`src/rtl/uart_rx_pkg.sv`:
```
package uart_rx_pkg;

   localparam int RX_DATA_W = 8;

   typedef enum logic [1:0] {
      PAR_ZERO = 2'b00,
      PAR_ODD  = 2'b01,
      PAR_EVEN = 2'b10,
      PAR_ONE  = 2'b11
   } par_mode_e;

   typedef enum logic [2:0] {
      ST_IDLE,
      ST_START,
      ST_DATA,
      ST_PAR,
      ST_STOP1,
      ST_STOP2,
      ST_RECOVER
   } rx_state_e;

   typedef struct packed {
      logic                 brk;
      logic                 ferr;
      logic                 perr;
      logic [RX_DATA_W-1:0] data;
   } rx_word_t;

   localparam int RX_WORD_W = $bits(rx_word_t);

   // expected value of the parity bit for a given mode and data byte
   function automatic logic expected_parity(input par_mode_e mode,
                                            input logic [RX_DATA_W-1:0] d);
      logic p;
      case (mode)
         PAR_ZERO: p = 1'b0;
         PAR_ODD:  p = ~(^d);
         PAR_EVEN: p = ^d;
         default:  p = 1'b1;
      endcase
      return p;
   endfunction

endpackage

```
`src/rtl/uart_rx_sync.sv`:
```
module uart_rx_sync #(
   parameter int STAGES   = 2,
   parameter bit IDLE_LVL = 1'b1
) (
   input  logic clk,
   input  logic rst_n,
   input  logic d_in,
   output logic d_out
);

   initial begin
      assert (STAGES >= 0 && STAGES <= 4)
         else $fatal(1, "uart_rx_sync: STAGES must be 0..4");
   end

   generate
      if (STAGES == 0) begin : g_bypass
         assign d_out = d_in;
      end else if (STAGES == 1) begin : g_single
         logic q;
         always_ff @(posedge clk or negedge rst_n) begin
            if (!rst_n) q <= IDLE_LVL;
            else        q <= d_in;
         end
         assign d_out = q;
      end else begin : g_chain
         logic [STAGES-1:0] sr;
         always_ff @(posedge clk or negedge rst_n) begin
            if (!rst_n) sr <= {STAGES{IDLE_LVL}};
            else        sr <= {sr[STAGES-2:0], d_in};
         end
         assign d_out = sr[STAGES-1];
      end
   endgenerate

endmodule

```
`src/rtl/uart_rx_frame.sv`:
```
module uart_rx_frame
   import uart_rx_pkg::*;
#(
   parameter int OVS = 16
) (
   input  logic      clk,
   input  logic      rst_n,
   input  logic      tick,
   input  logic      rx_s,
   input  logic      start_en,
   input  logic      par_en,
   input  par_mode_e par_mode,
   input  logic      two_stop,
   output logic      done,
   output rx_word_t  word
);

   localparam int CNT_W = $clog2(OVS);
   localparam int IDX_W = $clog2(RX_DATA_W);
   localparam logic [CNT_W-1:0] CNT_LAST = CNT_W'(OVS - 1);
   localparam logic [CNT_W-1:0] CNT_MID  = CNT_W'(OVS / 2 - 1);
   localparam logic [IDX_W-1:0] IDX_LAST = IDX_W'(RX_DATA_W - 1);

   initial begin
      assert (OVS >= 4 && (OVS % 2) == 0)
         else $fatal(1, "uart_rx_frame: OVS must be even and at least 4");
   end

   rx_state_e               state;
   logic [CNT_W-1:0]        os_cnt;
   logic [IDX_W-1:0]        bit_idx;
   logic [RX_DATA_W-1:0]    shreg;
   logic                    par_q;
   logic                    ferr_q;
   logic                    zero_q;

   // values that close a frame at the final stop sample
   logic stop_ferr, stop_zero, perr_c, at_end;
   assign at_end    = (os_cnt == CNT_LAST);
   assign stop_ferr = ferr_q | ~rx_s;
   assign stop_zero = zero_q & ~rx_s;
   assign perr_c    = par_en & (par_q != expected_parity(par_mode, shreg));

   always_ff @(posedge clk or negedge rst_n) begin
      if (!rst_n) begin
         state   <= ST_IDLE;
         os_cnt  <= '0;
         bit_idx <= '0;
         shreg   <= '0;
         par_q   <= 1'b0;
         ferr_q  <= 1'b0;
         zero_q  <= 1'b0;
         done    <= 1'b0;
         word    <= '0;
      end else begin
         done <= 1'b0;
         if (tick) begin
            case (state)
               ST_IDLE: begin
                  if (start_en && !rx_s) begin
                     state  <= ST_START;
                     os_cnt <= '0;
                  end
               end
               ST_START: begin
                  if (os_cnt == CNT_MID) begin
                     os_cnt <= '0;
                     if (!rx_s) begin
                        state   <= ST_DATA;
                        bit_idx <= '0;
                        ferr_q  <= 1'b0;
                        zero_q  <= 1'b1;
                        par_q   <= 1'b0;
                     end else begin
                        state <= ST_IDLE;
                     end
                  end else begin
                     os_cnt <= os_cnt + 1'b1;
                  end
               end
               ST_DATA: begin
                  if (at_end) begin
                     os_cnt <= '0;
                     shreg  <= {rx_s, shreg[RX_DATA_W-1:1]};
                     if (rx_s) zero_q <= 1'b0;
                     if (bit_idx == IDX_LAST) begin
                        state <= par_en ? ST_PAR : ST_STOP1;
                     end else begin
                        bit_idx <= bit_idx + 1'b1;
                     end
                  end else begin
                     os_cnt <= os_cnt + 1'b1;
                  end
               end
               ST_PAR: begin
                  if (at_end) begin
                     os_cnt <= '0;
                     par_q  <= rx_s;
                     if (rx_s) zero_q <= 1'b0;
                     state  <= ST_STOP1;
                  end else begin
                     os_cnt <= os_cnt + 1'b1;
                  end
               end
               ST_STOP1: begin
                  if (at_end) begin
                     os_cnt <= '0;
                     if (two_stop) begin
                        ferr_q <= stop_ferr;
                        zero_q <= stop_zero;
                        state  <= ST_STOP2;
                     end else begin
                        done       <= 1'b1;
                        word.data  <= shreg;
                        word.perr  <= perr_c;
                        word.ferr  <= stop_ferr;
                        word.brk   <= stop_zero;
                        state      <= rx_s ? ST_IDLE : ST_RECOVER;
                     end
                  end else begin
                     os_cnt <= os_cnt + 1'b1;
                  end
               end
               ST_STOP2: begin
                  if (at_end) begin
                     os_cnt     <= '0;
                     done       <= 1'b1;
                     word.data  <= shreg;
                     word.perr  <= perr_c;
                     word.ferr  <= stop_ferr;
                     word.brk   <= stop_zero;
                     state      <= rx_s ? ST_IDLE : ST_RECOVER;
                  end else begin
                     os_cnt <= os_cnt + 1'b1;
                  end
               end
               ST_RECOVER: begin
                  if (rx_s) state <= ST_IDLE;
               end
               default: state <= ST_IDLE;
            endcase
         end
      end
   end

   p_done_single_r2: assert property (@(posedge clk) disable iff (!rst_n)
      done |=> !done);

   p_brk_implies_ferr_r7: assert property (@(posedge clk) disable iff (!rst_n)
      done && word.brk |-> word.ferr);

   p_idle_needs_tick_r8: assert property (@(posedge clk) disable iff (!rst_n)
      (state == ST_IDLE) && !tick |=> state == ST_IDLE);

   p_off_no_start_r9: assert property (@(posedge clk) disable iff (!rst_n)
      (state == ST_IDLE) && !start_en |=> state == ST_IDLE);

   p_no_perr_without_parity_r4: assert property (@(posedge clk) disable iff (!rst_n)
      done && !$past(par_en) |-> !word.perr);

endmodule

```
`src/rtl/uart_rx_fifo.sv`:
```
module uart_rx_fifo #(
   parameter int DEPTH = 4,
   parameter int W     = 11
) (
   input  logic                        clk,
   input  logic                        rst_n,
   input  logic                        push,
   input  logic [W-1:0]                push_word,
   input  logic                        pop,
   output logic [W-1:0]                head,
   output logic [$clog2(DEPTH+1)-1:0]  count,
   output logic                        empty,
   output logic                        full
);

   localparam int PTR_W = $clog2(DEPTH);
   localparam int CNT_W = $clog2(DEPTH + 1);
   localparam logic [CNT_W-1:0] CNT_FULL = CNT_W'(DEPTH);
   localparam logic [PTR_W-1:0] PTR_LAST = PTR_W'(DEPTH - 1);

   initial begin
      assert (DEPTH >= 2 && DEPTH <= 256)
         else $fatal(1, "uart_rx_fifo: DEPTH must be 2..256");
      assert (W >= 1)
         else $fatal(1, "uart_rx_fifo: W must be positive");
   end

   logic [W-1:0]     mem [DEPTH];
   logic [PTR_W-1:0] wr_ptr, rd_ptr, wr_nxt, rd_nxt;
   logic             do_push, do_pop;

   assign empty   = (count == '0);
   assign full    = (count == CNT_FULL);
   assign do_push = push & ~full;
   assign do_pop  = pop & ~empty;
   assign head    = mem[rd_ptr];

   generate
      if ((1 << PTR_W) == DEPTH) begin : g_pow2
         assign wr_nxt = wr_ptr + 1'b1;
         assign rd_nxt = rd_ptr + 1'b1;
      end else begin : g_wrap
         assign wr_nxt = (wr_ptr == PTR_LAST) ? '0 : wr_ptr + 1'b1;
         assign rd_nxt = (rd_ptr == PTR_LAST) ? '0 : rd_ptr + 1'b1;
      end
   endgenerate

   always_ff @(posedge clk) begin
      if (do_push) mem[wr_ptr] <= push_word;
   end

   always_ff @(posedge clk or negedge rst_n) begin
      if (!rst_n) begin
         wr_ptr <= '0;
         rd_ptr <= '0;
         count  <= '0;
      end else begin
         if (do_push) wr_ptr <= wr_nxt;
         if (do_pop)  rd_ptr <= rd_nxt;
         case ({do_push, do_pop})
            2'b10:   count <= count + 1'b1;
            2'b01:   count <= count - 1'b1;
            default: count <= count;
         endcase
      end
   end

   p_count_bound_r10: assert property (@(posedge clk) disable iff (!rst_n)
      count <= CNT_FULL);

   p_full_drops_r10: assert property (@(posedge clk) disable iff (!rst_n)
      full && push && !pop |=> count == $past(count));

   p_pop_empty_r10: assert property (@(posedge clk) disable iff (!rst_n)
      empty && pop && !push |=> empty);

endmodule

```
`src/rtl/uart_rx_errchk.sv`:
```
module uart_rx_errchk
   import uart_rx_pkg::*;
#(
   parameter int OVS         = 16,
   parameter int FIFO_DEPTH  = 4,
   parameter int SYNC_STAGES = 2
) (
   input  logic                             clk,
   input  logic                             rst_n,
   input  logic                             os_tick,
   input  logic                             rx_in,
   input  logic                             rx_disable,
   input  logic                             par_en,
   input  logic [1:0]                       par_mode,
   input  logic                             two_stop,
   input  logic                             pop,
   output logic [7:0]                       rd_data,
   output logic                             rd_perr,
   output logic                             rd_ferr,
   output logic                             rd_brk,
   output logic [$clog2(FIFO_DEPTH+1)-1:0]  rx_count,
   output logic [7:0]                       fifo_status
);

   localparam int CNT_W = $clog2(FIFO_DEPTH + 1);

   initial begin
      assert (RX_DATA_W == 8)
         else $fatal(1, "uart_rx_errchk: byte-wide data expected");
   end

   logic     rx_s;
   logic     frm_done;
   rx_word_t frm_word;
   logic [RX_WORD_W-1:0] head_bits;
   rx_word_t head_word;
   logic     fifo_empty, fifo_full;
   logic [CNT_W-1:0] cnt;

   uart_rx_sync #(
      .STAGES   (SYNC_STAGES),
      .IDLE_LVL (1'b1)
   ) i_sync (
      .clk   (clk),
      .rst_n (rst_n),
      .d_in  (rx_in),
      .d_out (rx_s)
   );

   uart_rx_frame #(
      .OVS (OVS)
   ) i_frame (
      .clk      (clk),
      .rst_n    (rst_n),
      .tick     (os_tick),
      .rx_s     (rx_s),
      .start_en (~rx_disable),
      .par_en   (par_en),
      .par_mode (par_mode_e'(par_mode)),
      .two_stop (two_stop),
      .done     (frm_done),
      .word     (frm_word)
   );

   uart_rx_fifo #(
      .DEPTH (FIFO_DEPTH),
      .W     (RX_WORD_W)
   ) i_fifo (
      .clk       (clk),
      .rst_n     (rst_n),
      .push      (frm_done & ~rx_disable),
      .push_word (frm_word),
      .pop       (pop),
      .head      (head_bits),
      .count     (cnt),
      .empty     (fifo_empty),
      .full      (fifo_full)
   );

   // head entry is masked while the FIFO is empty so the read side is clean
   assign head_word = fifo_empty ? '0 : rx_word_t'(head_bits);
   assign rd_data   = head_word.data;
   assign rd_perr   = head_word.perr;
   assign rd_ferr   = head_word.ferr;
   assign rd_brk    = head_word.brk;
   assign rx_count  = cnt;

   // bit positions fixed by the status register that consumes this vector
   assign fifo_status = {1'b0, head_word.brk, head_word.ferr, head_word.perr,
                         ~fifo_empty, 3'b000};

   p_disabled_discard_r9: assert property (@(posedge clk) disable iff (!rst_n)
      rx_disable && !pop |=> rx_count <= $past(rx_count));

   p_full_stays_r10: assert property (@(posedge clk) disable iff (!rst_n)
      fifo_full && !pop |=> rx_count == $past(rx_count));

   p_status_nonempty_r11: assert property (@(posedge clk) disable iff (!rst_n)
      fifo_status[3] == (rx_count != '0));

endmodule

```
`config.mk`:
```
export PLATFORM = sky130hd
export DESIGN_NAME = uart_rx_errchk
export DESIGN_NICKNAME = d
export VERILOG_FILES = /design/src/rtl/uart_rx_pkg.sv /design/src/rtl/uart_rx_sync.sv /design/src/rtl/uart_rx_frame.sv /design/src/rtl/uart_rx_fifo.sv /design/src/rtl/uart_rx_errchk.sv
export SDC_FILE = /design/constraint.sdc
export NUM_CORES = 1
export LEC_CHECK = 0
export BUFFER_PORTS_ARGS = -buffer_cell sky130_fd_sc_hd__buf_4
export CAP_MARGIN = 20
export CORE_MARGIN = 2
export CORE_UTILIZATION = 30
export DETAILED_ROUTE_END_ITERATION = 7
export GPL_TIMING_DRIVEN = 0
export SLEW_MARGIN = 20
export SYNTH_ARGS = -nofsm -noshare
export SYNTH_HDL_FRONTEND = slang
export SYNTH_SLANG_ARGS = --single-unit
```
`constraint.sdc`:
```
create_clock -name clk -period 3.7 [get_ports clk]
set_input_delay 0.185 -clock clk [delete_from_list [all_inputs] [get_ports clk]]
set_output_delay 0.185 -clock clk [all_outputs]
set_load 0.03 [all_outputs]
```
==> results of run 1 <==
[kinds of logic (layout without fill, tap and decap cells)]
logic type      count (synthesis)  after routing  synth area share, %
compound gates                 34             34                 6.41
xor+xnor                       13             13                 2.90
fa+ha+maj                       9              9                 3.06
buf+inv                        33             78                 4.40
flops                          86             86                 60.5
mux                            24             24                 9.92
other cells                     1              4               0.0956
simple gates                  101            101                 12.7
[layout make-up]
type,instances,area share (%)
buffer,17,2.42
clock buffer,9,4.85
clock inverter,7,1.02
inverter,16,1.29
multi-input combinational,185,29.9
sequential,86,51.1
tap,172,4.63
timing repair buffer,29,4.79
[per-layer routing]
layer	vias to the layer above	global-route usage [%]	wire length, um	share of wire, %
met1	1170	13.7	3250	47
met4	0	3.54	110	1.6
li1	1142	-	-	-
met3	12	3.62	330	4.7
met5	-	0	0	0
met2	47	17.0	3290	47
[registers in the layout, summed over array words and instances (netlist names)]
| name | flops |
|---|---|
| i_frame.os_cnt | 4 |
| i_frame.ferr_q | 1 |
| i_frame.shreg | 8 |
| i_frame.done | 1 |
| i_sync.g_chain.sr | 2 |
| i_frame.bit_idx | 3 |
| i_fifo.count | 3 |
| i_frame.word | 11 |
| i_fifo.rd_ptr | 2 |
| i_fifo.wr_ptr | 2 |
| i_frame.par_q | 1 |
| i_frame.state | 3 |
| i_fifo.mem | 44 |
| i_frame.zero_q | 1 |
[worst max path at each step]
stage,to,cells after the start
6_report,fifo_status[5],5
5_1_grt,fifo_status[5],5
4_1_cts,fifo_status[5],5
3_5_place_dp,i_fifo.count[2]$_DFFE_PN0P_,9
3_3_place_gp,i_fifo.count[2]$_DFFE_PN0P_,9
2_1_floorplan,i_fifo.count[2]$_DFFE_PN0P_,9
[per-stage QoR]
step	total power [W]	util, %	hold WS (ns)
6_report	0.00278	36.7	0.197
4_1_cts	0.00282	36.7	0.189
3_5_place_dp	0.00198	34.4	0.227
2_1_floorplan	0.00177	-	-0.111
3_3_place_gp	0.00196	34.4	0.219
5_1_grt	0.00295	36.7	0.204
[synthesized netlist by cell type (2+ instances only)]
| master | instances |
|---|---|
| a21boi_0 | 2 |
| a211o_1 | 2 |
| nand4_1 | 2 |
| xnor2_1 | 9 |
| mux2i_1 | 4 |
| xor2_1 | 4 |
| ha_1 | 8 |
| nand3_1 | 8 |
| o21ai_0 | 8 |
| edfxtp_1 | 44 |
| buf_6 | 2 |
| or3_1 | 2 |
| nand3b_1 | 4 |
| and2_1 | 17 |
| a21oi_1 | 7 |
| inv_1 | 16 |
| o211ai_1 | 2 |
| dfrtp_1 | 40 |
| clkbuf_1 | 3 |
| buf_2 | 3 |
| nand2_1 | 41 |
| mux2_2 | 9 |
| buf_4 | 8 |
| dfstp_2 | 2 |
| nor2_1 | 17 |
| nand2b_1 | 4 |
| a31oi_1 | 3 |
| mux4_2 | 11 |
[power groups by stage]
stage | clock network (W) | logic, W | registers (W)
2_1_floorplan | 0 | 0.000562 | 0.00120
6_report | 0.000825 | 0.000784 | 0.00117
5_1_grt | 0.000893 | 0.000875 | 0.00118
3_5_place_dp | 0 | 0.000790 | 0.00119
3_3_place_gp | 0 | 0.000775 | 0.00119
4_1_cts | 0.000851 | 0.000795 | 0.00117
[tightest hold or removal path, delay by kind of cell]
kind	cells	cell delay, ns
simple gates	1	0.09
compound gates	1	0.07
buf+inv	1	0.13
==> out/metrics.cfg, run 1 <==
[critical_path]
end_kind=output port
path_cells=buf_2, mux4_2, and2_1, buf_4, buf_4
reg2reg_depth=9
r2r-start=i_fifo.count[0]$_DFFE_PN0P_
cp.arrival_ns=2.18
worst_path_most_repeated_cell=buf_4
crit_type=flip-flop to output port
reg2reg_slack_ns=1.45
crit_path_start_kind=flip-flop
cpPeakStageDelay_ns=0.56
critPathMaxFanout=10
crit_buf_inv=3
r2r_end=i_fifo.count[2]$_DFFE_PN0P_
worstSetupStartpoint=i_fifo.rd_ptr[0]$_DFFE_PN0P_
crit_slowest_cell=mux4_2
critPathTopFamily=buffers and inverters
cp.required_ns=3.51

[flow_run]
max_cap_viol_count=0

[logic_synthesis]
syn_area_per_cell_um2=13.0
yosysSeqAreaShare_pct=60.5
synth_ff_type=edfxtp_1
synth_seq_cells=86
ys_warn_count=0
synthTopCellsByArea=edfxtp_1 34%, dfrtp_1 26%, mux4_2 6.3%
synthCells=301
async_flop_share_pct=48.8
synth_top_area_share_pct=33.7
yosys.cell_types.count=47
yosysTopAreaCell=edfxtp_1
synth_area_um2=3920
synth_edf_count=44

[status]
status=complete, no violations

[timing]
fmax_ghz=0.424
setup_viol=0
period_share_pct=63.8
tightestPinTransition_ns=0.772
slew_violations=0
hold_viol=0
tns_ns=0
setup_slack_ns=1.34
min_period_ns=2.36
rsz0062_at_grt=false
slew_headroom_pct=48.2
skew_ns=0.00607

[pwr]
sw_frac_of_total_pct=32.9
clkPwrFrac_pct=29.7
power_switching_w=0.000916
p_int_w=0.00186
combPwrFrac_pct=28.2
seqPwrFrac_pct=42.1
p_leak_nw=2.01
ir_drop_v=0.000248
cellPowerDensity_nw_per_um2=599

[cts]
cts_tree=built
root_buffer=clkbuf_16
clockBufferDepth=2
cts_setup_buffers=0
cts_hold_buf=2
cts.sinks=86
path_clk_slew_ns=0.06
h-tree-depth=3
numCtsBuffers=9
cts_resized=0
clk_latency_ns=0.34

[cells_and_area]
final_area_um2=4650
drive_gt1_share_pct=23.2
final_common_cell=edfxtp_1
seq_area_um2=2370
area_growth_pct=18.4
stdcell_count=521
final_cell_mix=44 x edfxtp_1, 41 x nand2_1, 40 x dfrtp_1
fillers=1235
antenna_cells=0
multiInputGateArea_um2=1390
fin_nets=363

[route]
totalWireLength_mm=6.98
drtPass1Iterations=4
ant_nets=0
vias_per_cell=4.55
drc=0
first_iter_violations=98
dr_total_vias=2371
wire_per_inst_um=13.4

[placed_design]
dp_cells=503
pre_cts_ws_ns=1.45
port_buffers=27
gp_congestion=0.807
dp_hpwl_mm=4.78
placed_cell_area_um2=4350

[hold_path]
min_to=i_frame.zero_q$_DFFE_PN0P_
min_from=os_tick
hold_class=primary input to flip-flop
min_path_cells=3

[global_routing]
grt_use_total_pct=10.7
overflow=0
grt_max_degree=43
grt_pass1_wl_mm=11.8
antenna_found_initial=0
grt_pass1_vias=2408

[die]
initial_core_util_pct=31.0
ios=32
fp.dieH_um=118
die_x_um=118
core_um2=12700
design.die.area_um2=14000
num_rows=41

No activity file was read; power rests on OpenSTA's default activity.
==> inputs of run 2 (changes only) <==
Clock period 3.7 ns to 2.4 ns, I/O delays scaled along.
==> out/metrics.cfg, run 2 (synthesized netlist as in run 1, its figures left out) <==
[status]
status=complete, no violations  ; unchanged

[cells_and_area]
drive_gt1_share_pct=23.8  ; was 23.2%
stdcell_count=521  ; unchanged
final_cell_mix=44 x edfxtp_1, 41 x nand2_1, 40 x dfrtp_1  ; unchanged
antenna_cells=0  ; unchanged
final_util_pct=36.7  ; about the same
fin_nets=363  ; unchanged
area_growth_pct=18.7  ; was 18.4%
top_regs=i_fifo.mem x44, i_frame.word x11, i_frame.shreg x8  ; unchanged
largest_reg_flops=44  ; unchanged
fillers=1236  ; was 1235
final_common_cell=edfxtp_1  ; unchanged
multiInputGateArea_um2=1390  ; about the same
max_flop_register=i_fifo.mem  ; unchanged
seq_area_um2=2370  ; unchanged
final_area_um2=4660  ; was 4650 um^2

[die]
ios=32  ; unchanged
die_x_um=118  ; unchanged
fp.dieH_um=118  ; unchanged
core_um2=12700  ; unchanged
initial_core_util_pct=31.0  ; unchanged
design.die.area_um2=14000  ; unchanged
num_rows=41  ; unchanged

[cts]
root_buffer=clkbuf_16  ; unchanged
cts.sinks=86  ; unchanged
clockBufferDepth=2  ; unchanged
numCtsBuffers=9  ; unchanged
cts_tree=built  ; unchanged
cts_setup_buffers=0  ; unchanged
h-tree-depth=3  ; unchanged
clk_latency_ns=0.34  ; about the same
path_clk_slew_ns=0.06  ; about the same

[route]
wl_met2_mm=3.26  ; was 3.29 mm
vias_per_cell=4.54  ; was 4.55
dr_wl_met3_um=374  ; was 330 um
routed.top_layer=met4  ; unchanged
wire_per_inst_um=13.4  ; about the same
totalWireLength_mm=6.97  ; was 6.98 mm
ant_nets=0  ; unchanged
first_iter_violations=99  ; was 98
drtPass1Iterations=4  ; unchanged
dr_total_vias=2367  ; was 2371
wl_met1_mm=3.23  ; was 3.25 mm
drc=0  ; unchanged

[critical_path]
end_kind=output port  ; unchanged
critPathMaxFanout=10  ; unchanged
cpPeakStageDelay_ns=0.54  ; was 0.56 ns
path_cells=clkbuf_4, mux4_2, and2_1, buf_4, buf_4  ; was buf_2, mux4_2, and2_1, buf_4, buf_4
crit_path_start_kind=flip-flop  ; unchanged
crit_type=flip-flop to output port  ; unchanged
crit_buf_inv=3  ; unchanged
critPathTopFamily=buffers and inverters  ; unchanged
cp.required_ns=2.28  ; was 3.51 ns
worst_path_most_repeated_cell=buf_4  ; unchanged
crit_slowest_cell=mux4_2  ; unchanged
cp.arrival_ns=2.11  ; was 2.18 ns

[placed_design]
dp_hpwl_mm=4.78  ; unchanged
dp_cells=503  ; unchanged
gp_congestion=0.807  ; unchanged
port_buffers=27  ; unchanged
placed_cell_area_um2=4350  ; unchanged

[timing]
hold_viol=0  ; unchanged
fmax_ghz=0.448
slew_violations=0  ; unchanged
tightestPinTransition_ns=0.593  ; was 0.772 ns
period_share_pct=92.9
rsz0062_at_grt=false  ; unchanged
skew_ns=0.00602  ; was 0.00607 ns
setup_viol=0  ; unchanged
slew_headroom_pct=60.5  ; was 48.2%
min_period_ns=2.23
tns_ns=0  ; unchanged

[flow_run]
max_cap_viol_count=0  ; unchanged

[pwr]
p_leak_nw=2.00  ; was 2.01 nW
cellPowerDensity_nw_per_um2=930  ; was 599 nW/um^2
ir_drop_v=0.000384  ; was 0.000248 V

[global_routing]
antenna_found_initial=0  ; unchanged
grt_use_total_pct=10.7  ; unchanged
grt_pass1_wl_mm=11.8  ; unchanged
overflow=0  ; unchanged
grt_pass1_vias=2408  ; unchanged
grt_max_degree=43  ; unchanged

[hold_path]
hold_class=primary input to flip-flop  ; unchanged

-- run 2: cell count changes in the layout (fill, tap and decap cells not counted), sizes merged --
cell / before / now
buf: 41 / 39
clkbuf: 12 / 14
-- run 2: path summary, 6_finish.rpt --
| kind | slack (ns) | start | cells past startpoint | endpoint |
|---|---|---|---|---|
| worst min-delay path | 0.12 | rx_disable | 3 | i_fifo.wr_ptr[0]$_DFFE_PN0P_ |
| min in group asynchronous | 0.32 | rst_n | 2 | i_frame.shreg[5]$_DFFE_PN0P_ |
| max in group asynchronous | 1.69 | rst_n | 2 | i_sync.g_chain.sr[1]$_DFF_PN1_ |
| worst max-delay path | 0.17 | i_fifo.rd_ptr[0]$_DFFE_PN0P_ | 5 | fifo_status[5] |
| worst max register to register | 0.32 | i_fifo.count[2]$_DFFE_PN0P_ | 8 | i_fifo.count[2]$_DFFE_PN0P_ |
| worst min register to register | 0.36 | i_sync.g_chain.sr[0]$_DFF_PN1_ | 0 | i_sync.g_chain.sr[1]$_DFF_PN1_ |
-- run 2: worst min-delay path: cells and delay by family --
kind,cells,cell delay (ns)
AO/OA/AOI/OAI,1,0.07
XOR/XNOR,1,0.12
buffers and inverters,1,0.10
-- run 2: timing repair --
action,4_1_cts,5_1_grt
hold buffers,2,0
resized for setup,0,3
endpoints found under the setup margin,0,4
endpoints found under the hold margin,41,0
-- run 2: metal layers --
| layer | track usage [%] | up-vias |
|---|---|---|
| li1 | - | 1139 |
| met1 | 13.7 | 1162 |
| met2 | 17.0 | 55 |
| met3 | 3.62 | 11 |
| met4 | 3.54 | 0 |
| met5 | 0 | - |
-- run 2: area by class of cell --
class | count | share of cell area [%]
clock buffers | 9 | 4.84
clock inverters | 7 | 1.02
multi-input cells | 185 | 29.9
flip-flops and latches | 86 | 51.0
plain buffers | 17 | 2.50
well taps | 172 | 4.62
inverters | 16 | 1.29
repair buffers | 29 | 4.78
-- run 2: where the power goes --
part           leakage, nW  total, W  internal (W)  switching [W]
clock network        0.124   0.00127      0.000701       0.000573
logic                0.859   0.00125      0.000518       0.000729
registers             1.01   0.00181       0.00167       0.000137
-- run 2: through the flow --
stage               setup WS [ns]  total power, W  hold WS [ns]
CTS                        0.0481         0.00437         0.124
global placement            0.181         0.00305         0.154
floorplan                   0.140         0.00274        -0.176
global route               0.0278         0.00459         0.124
finish                      0.170         0.00433         0.116
detailed placement          0.153         0.00308         0.162
==> inputs of run 3 (changes only) <==
Settings changed: ABC_AREA set to 1.
==> out/metrics.cfg, run 3 <==
[cts]
numCtsBuffers=9  ; unchanged
cts_setup_buffers=0  ; unchanged
cts_tree=built  ; unchanged
clk_latency_ns=0.34  ; about the same
root_buffer=clkbuf_16  ; unchanged
h-tree-depth=3  ; unchanged
clockBufferDepth=2  ; unchanged
path_clk_slew_ns=0.07  ; was 0.06 ns
cts.sinks=86  ; unchanged

[logic_synthesis]
synth_common_cells=86 x nand2_1, 64 x nor2_1, 44 x edfxtp_1, 43 x inv_1, 40 x dfrtp_1  ; was 44 x edfxtp_1, 41 x nand2_1, 40 x dfrtp_1, 17 x and2_1, 17 x nor2_1
yosys.cell_types.count=39  ; was 47
synth_mux_area_share_pct=0  ; was 9.92%
yosysTopAreaCell=edfxtp_1  ; unchanged
synth_seq_cells=86  ; unchanged
synthCells=429  ; was 301
synthXorXnorAreaFrac_pct=1.07  ; was 2.90%
syn_area_per_cell_um2=9.57  ; was 13.0 um^2
synthTopCellsByArea=edfxtp_1 32%, dfrtp_1 24%, nand2_1 7.9%  ; was edfxtp_1 34%, dfrtp_1 26%, mux4_2 6.3%
synth_area_um2=4110  ; was 3920 um^2
async_flop_share_pct=48.8  ; unchanged
synth_top_area_share_pct=32.2  ; was 33.7%
ys_warn_count=0  ; unchanged
synth_compound_gate_area_share_pct=12.2  ; was 6.41%
synth_edf_count=44  ; unchanged
synth.most_common_cell=nand2_1  ; was edfxtp_1
yosys.area_share.simple_pct=18.9  ; was 12.7%
yosysSeqAreaShare_pct=57.8  ; was 60.5%
synth_top_family_by_area=simple AND/OR/NAND/NOR gates  ; unchanged
synthAdderAreaFrac_pct=2.93  ; was 3.06%
synth_ff_type=edfxtp_1  ; unchanged

[critical_path]
end_kind=output port  ; unchanged
cpPeakStageDelay_ns=0.43  ; was 0.54 ns
path_cells=clkbuf_1, nor2_1, nor2_1, o21ai_0, a21oi_1, buf_4, buf_4  ; was clkbuf_4, mux4_2, and2_1, buf_4, buf_4
reg2reg_depth=4  ; was 8
crit_type=flip-flop to output port  ; unchanged
crit_slowest_cell=dfrtp_1  ; was mux4_2
r2r_end=i_fifo.mem[3][8]$_DFFE_PP_  ; was i_fifo.count[2]$_DFFE_PN0P_
r2r-start=i_fifo.count[1]$_DFFE_PN0P_  ; was i_fifo.count[2]$_DFFE_PN0P_
reg2reg_slack_ns=0.27  ; was 0.32 ns
crit_path_start_kind=flip-flop  ; unchanged
critPathMaxFanout=10  ; unchanged
cp.arrival_ns=2.06  ; was 2.11 ns
cp.required_ns=2.28  ; about the same

[timing]
fmax_ghz=0.459  ; was 0.448 GHz
tightestPinTransition_ns=1.04  ; was 0.593 ns
setup_viol=0  ; unchanged
min_period_ns=2.18  ; was 2.23 ns
period_share_pct=90.7  ; was 92.9%
whs_ns=0.152  ; was 0.116 ns
hold_viol=0  ; unchanged
skew_ns=0.00680  ; was 0.00602 ns
tns_ns=0  ; unchanged
rsz0062_at_grt=false  ; unchanged
setup_slack_ns=0.223  ; was 0.170 ns
slew_headroom_pct=30.2  ; was 60.5%
slew_violations=0  ; unchanged

[placed_design]
dp_hpwl_mm=5.70  ; was 4.78 mm
port_buffers=27  ; unchanged
gp_congestion=0.868  ; was 0.807
placed_cell_area_um2=4540  ; was 4350 um^2
pre_cts_ws_ns=0.222  ; was 0.153 ns

[global_routing]
grt_max_degree=43  ; unchanged
grt_use_total_pct=12.0  ; was 10.7%
grt_pass1_vias=2836  ; was 2408
antenna_found_initial=0  ; unchanged
overflow=0  ; unchanged
grt_pass1_wl_mm=13.7  ; was 11.8 mm

[route]
wire_per_inst_um=12.5  ; was 13.4 um
ant_nets=0  ; unchanged
drtPass1Iterations=5  ; was 4
first_iter_violations=210  ; was 99
totalWireLength_mm=8.17  ; was 6.97 mm
drc=0  ; unchanged
dr_total_vias=2927  ; was 2367
vias_per_cell=4.48  ; was 4.54

[cells_and_area]
top_regs=i_fifo.mem x44, i_frame.word x11, i_frame.shreg x8  ; unchanged
largest_reg_flops=44  ; unchanged
drive_gt1_share_pct=18.9  ; was 23.8%
fin_nets=491  ; was 363
final_util_pct=36.7  ; about the same
area_growth_pct=18.7  ; about the same
max_flop_register=i_fifo.mem  ; unchanged
final_common_cell=nand2_1  ; was edfxtp_1
final_area_um2=4870  ; was 4660 um^2
antenna_cells=0  ; unchanged
final_cell_mix=86 x nand2_1, 62 x nor2_1, 44 x edfxtp_1  ; was 44 x edfxtp_1, 41 x nand2_1, 40 x dfrtp_1

[hold_path]
min_to=i_fifo.rd_ptr[0]$_DFFE_PN0P_  ; was i_fifo.wr_ptr[0]$_DFFE_PN0P_
min_from=pop  ; was rx_disable
min_path_cells=5  ; was 3
hold_class=primary input to flip-flop  ; unchanged

[pwr]
cellPowerDensity_nw_per_um2=1120  ; was 930 nW/um^2
p_leak_nw=2.08  ; was 2.00 nW
ir_drop_v=0.000337  ; was 0.000384 V

[status]
status=complete, no violations  ; unchanged

[flow_run]
max_cap_viol_count=0  ; unchanged

[die]
core_um2=13300  ; was 12700 um^2
ios=32  ; unchanged
num_rows=42  ; was 41
die_x_um=121  ; was 118 um
fp.dieH_um=121  ; was 118 um
design.die.area_um2=14600  ; was 14000 um^2
initial_core_util_pct=30.9  ; was 31.0%

[run 3: logic make-up after synthesis]
family	after synthesis
AO/OA/AOI/OAI	83
buffers and inverters	63
flip-flops	86
adder cells (fa/ha/maj)	9
other	1
AND/OR/NAND/NOR	182
XOR/XNOR	5
[run 3: worst max-delay path by stage]
stage,from,endpoint,slack (ns),cells past startpoint
3_5_place_dp,i_fifo.count[0]$_DFFE_PN0P_,i_fifo.mem[1][3]$_DFFE_PP_,0.22,4
4_1_cts,i_fifo.count[2]$_DFFE_PN0P_,fifo_status[5],0.05,5
6_report,i_fifo.rd_ptr[0]$_DFFE_PN0P_,fifo_status[5],0.22,7
3_3_place_gp,i_fifo.count[0]$_DFFE_PN0P_,i_fifo.mem[0][4]$_DFFE_PP_,0.25,4
5_1_grt,i_fifo.rd_ptr[0]$_DFFE_PN0P_,fifo_status[5],0.005,7
2_1_floorplan,i_fifo.count[2]$_DFFE_PN0P_,i_fifo.count[2]$_DFFE_PN0P_,0.27,10
[run 3: cell type report]
cell class	count	area (um^2)
flip-flops and latches	86	2370
inverters	45	169
plain buffers	18	120
fillers	1332	8420
repair buffers	29	223
well taps	176	220
clock buffers	9	225
clock inverters	7	80.1
multi-input cells	283	1460
[run 3: worst max-delay path: cells and delay by family, from the launching register on]
family                 cells  cell delay (ns)
AOI/OAI and AO/OA          2             0.37
DFF                        1             0.43
and+or+nand+nor            2             0.19
buffers and inverters      3             0.72
[run 3: repair_timing]
action / 4_1_cts / 5_1_grt
endpoints found under the setup margin: 0 / 2
endpoints found under the hold margin: 41 / 0
gates resized for setup: 0 / 4
hold buffers: 2 / 0
[run 3: where the power goes]
part / switching [W] / internal (W) / total, W
Clock: 0.000604 / 0.000821 / 0.00142
Sequential: 0.000130 / 0.00167 / 0.00180
Combinational: 0.00146 / 0.000804 / 0.00226
Total: 0.00219 / 0.00329 / 0.00548
[run 3: metrics by stage]
| step | total power (W) | std cells |
|---|---|---|
| 3_3_place_gp | 0.00405 | 635 |
| 4_1_cts | 0.00553 | 653 |
| 3_5_place_dp | 0.00410 | 635 |
| 2_1_floorplan | 0.00340 | 432 |
| 6_report | 0.00548 | 653 |
| 5_1_grt | 0.00582 | 653 |
[run 3: per-layer routing]
metal | GRT usage, % | vias up | wire length [um]
met5 | 0 | - | 0
met4 | 4.00 | 0 | 103
met3 | 3.24 | 10 | 355
met2 | 19.7 | 52 | 3880
met1 | 15.3 | 1384 | 3830
li1 | - | 1481 | -
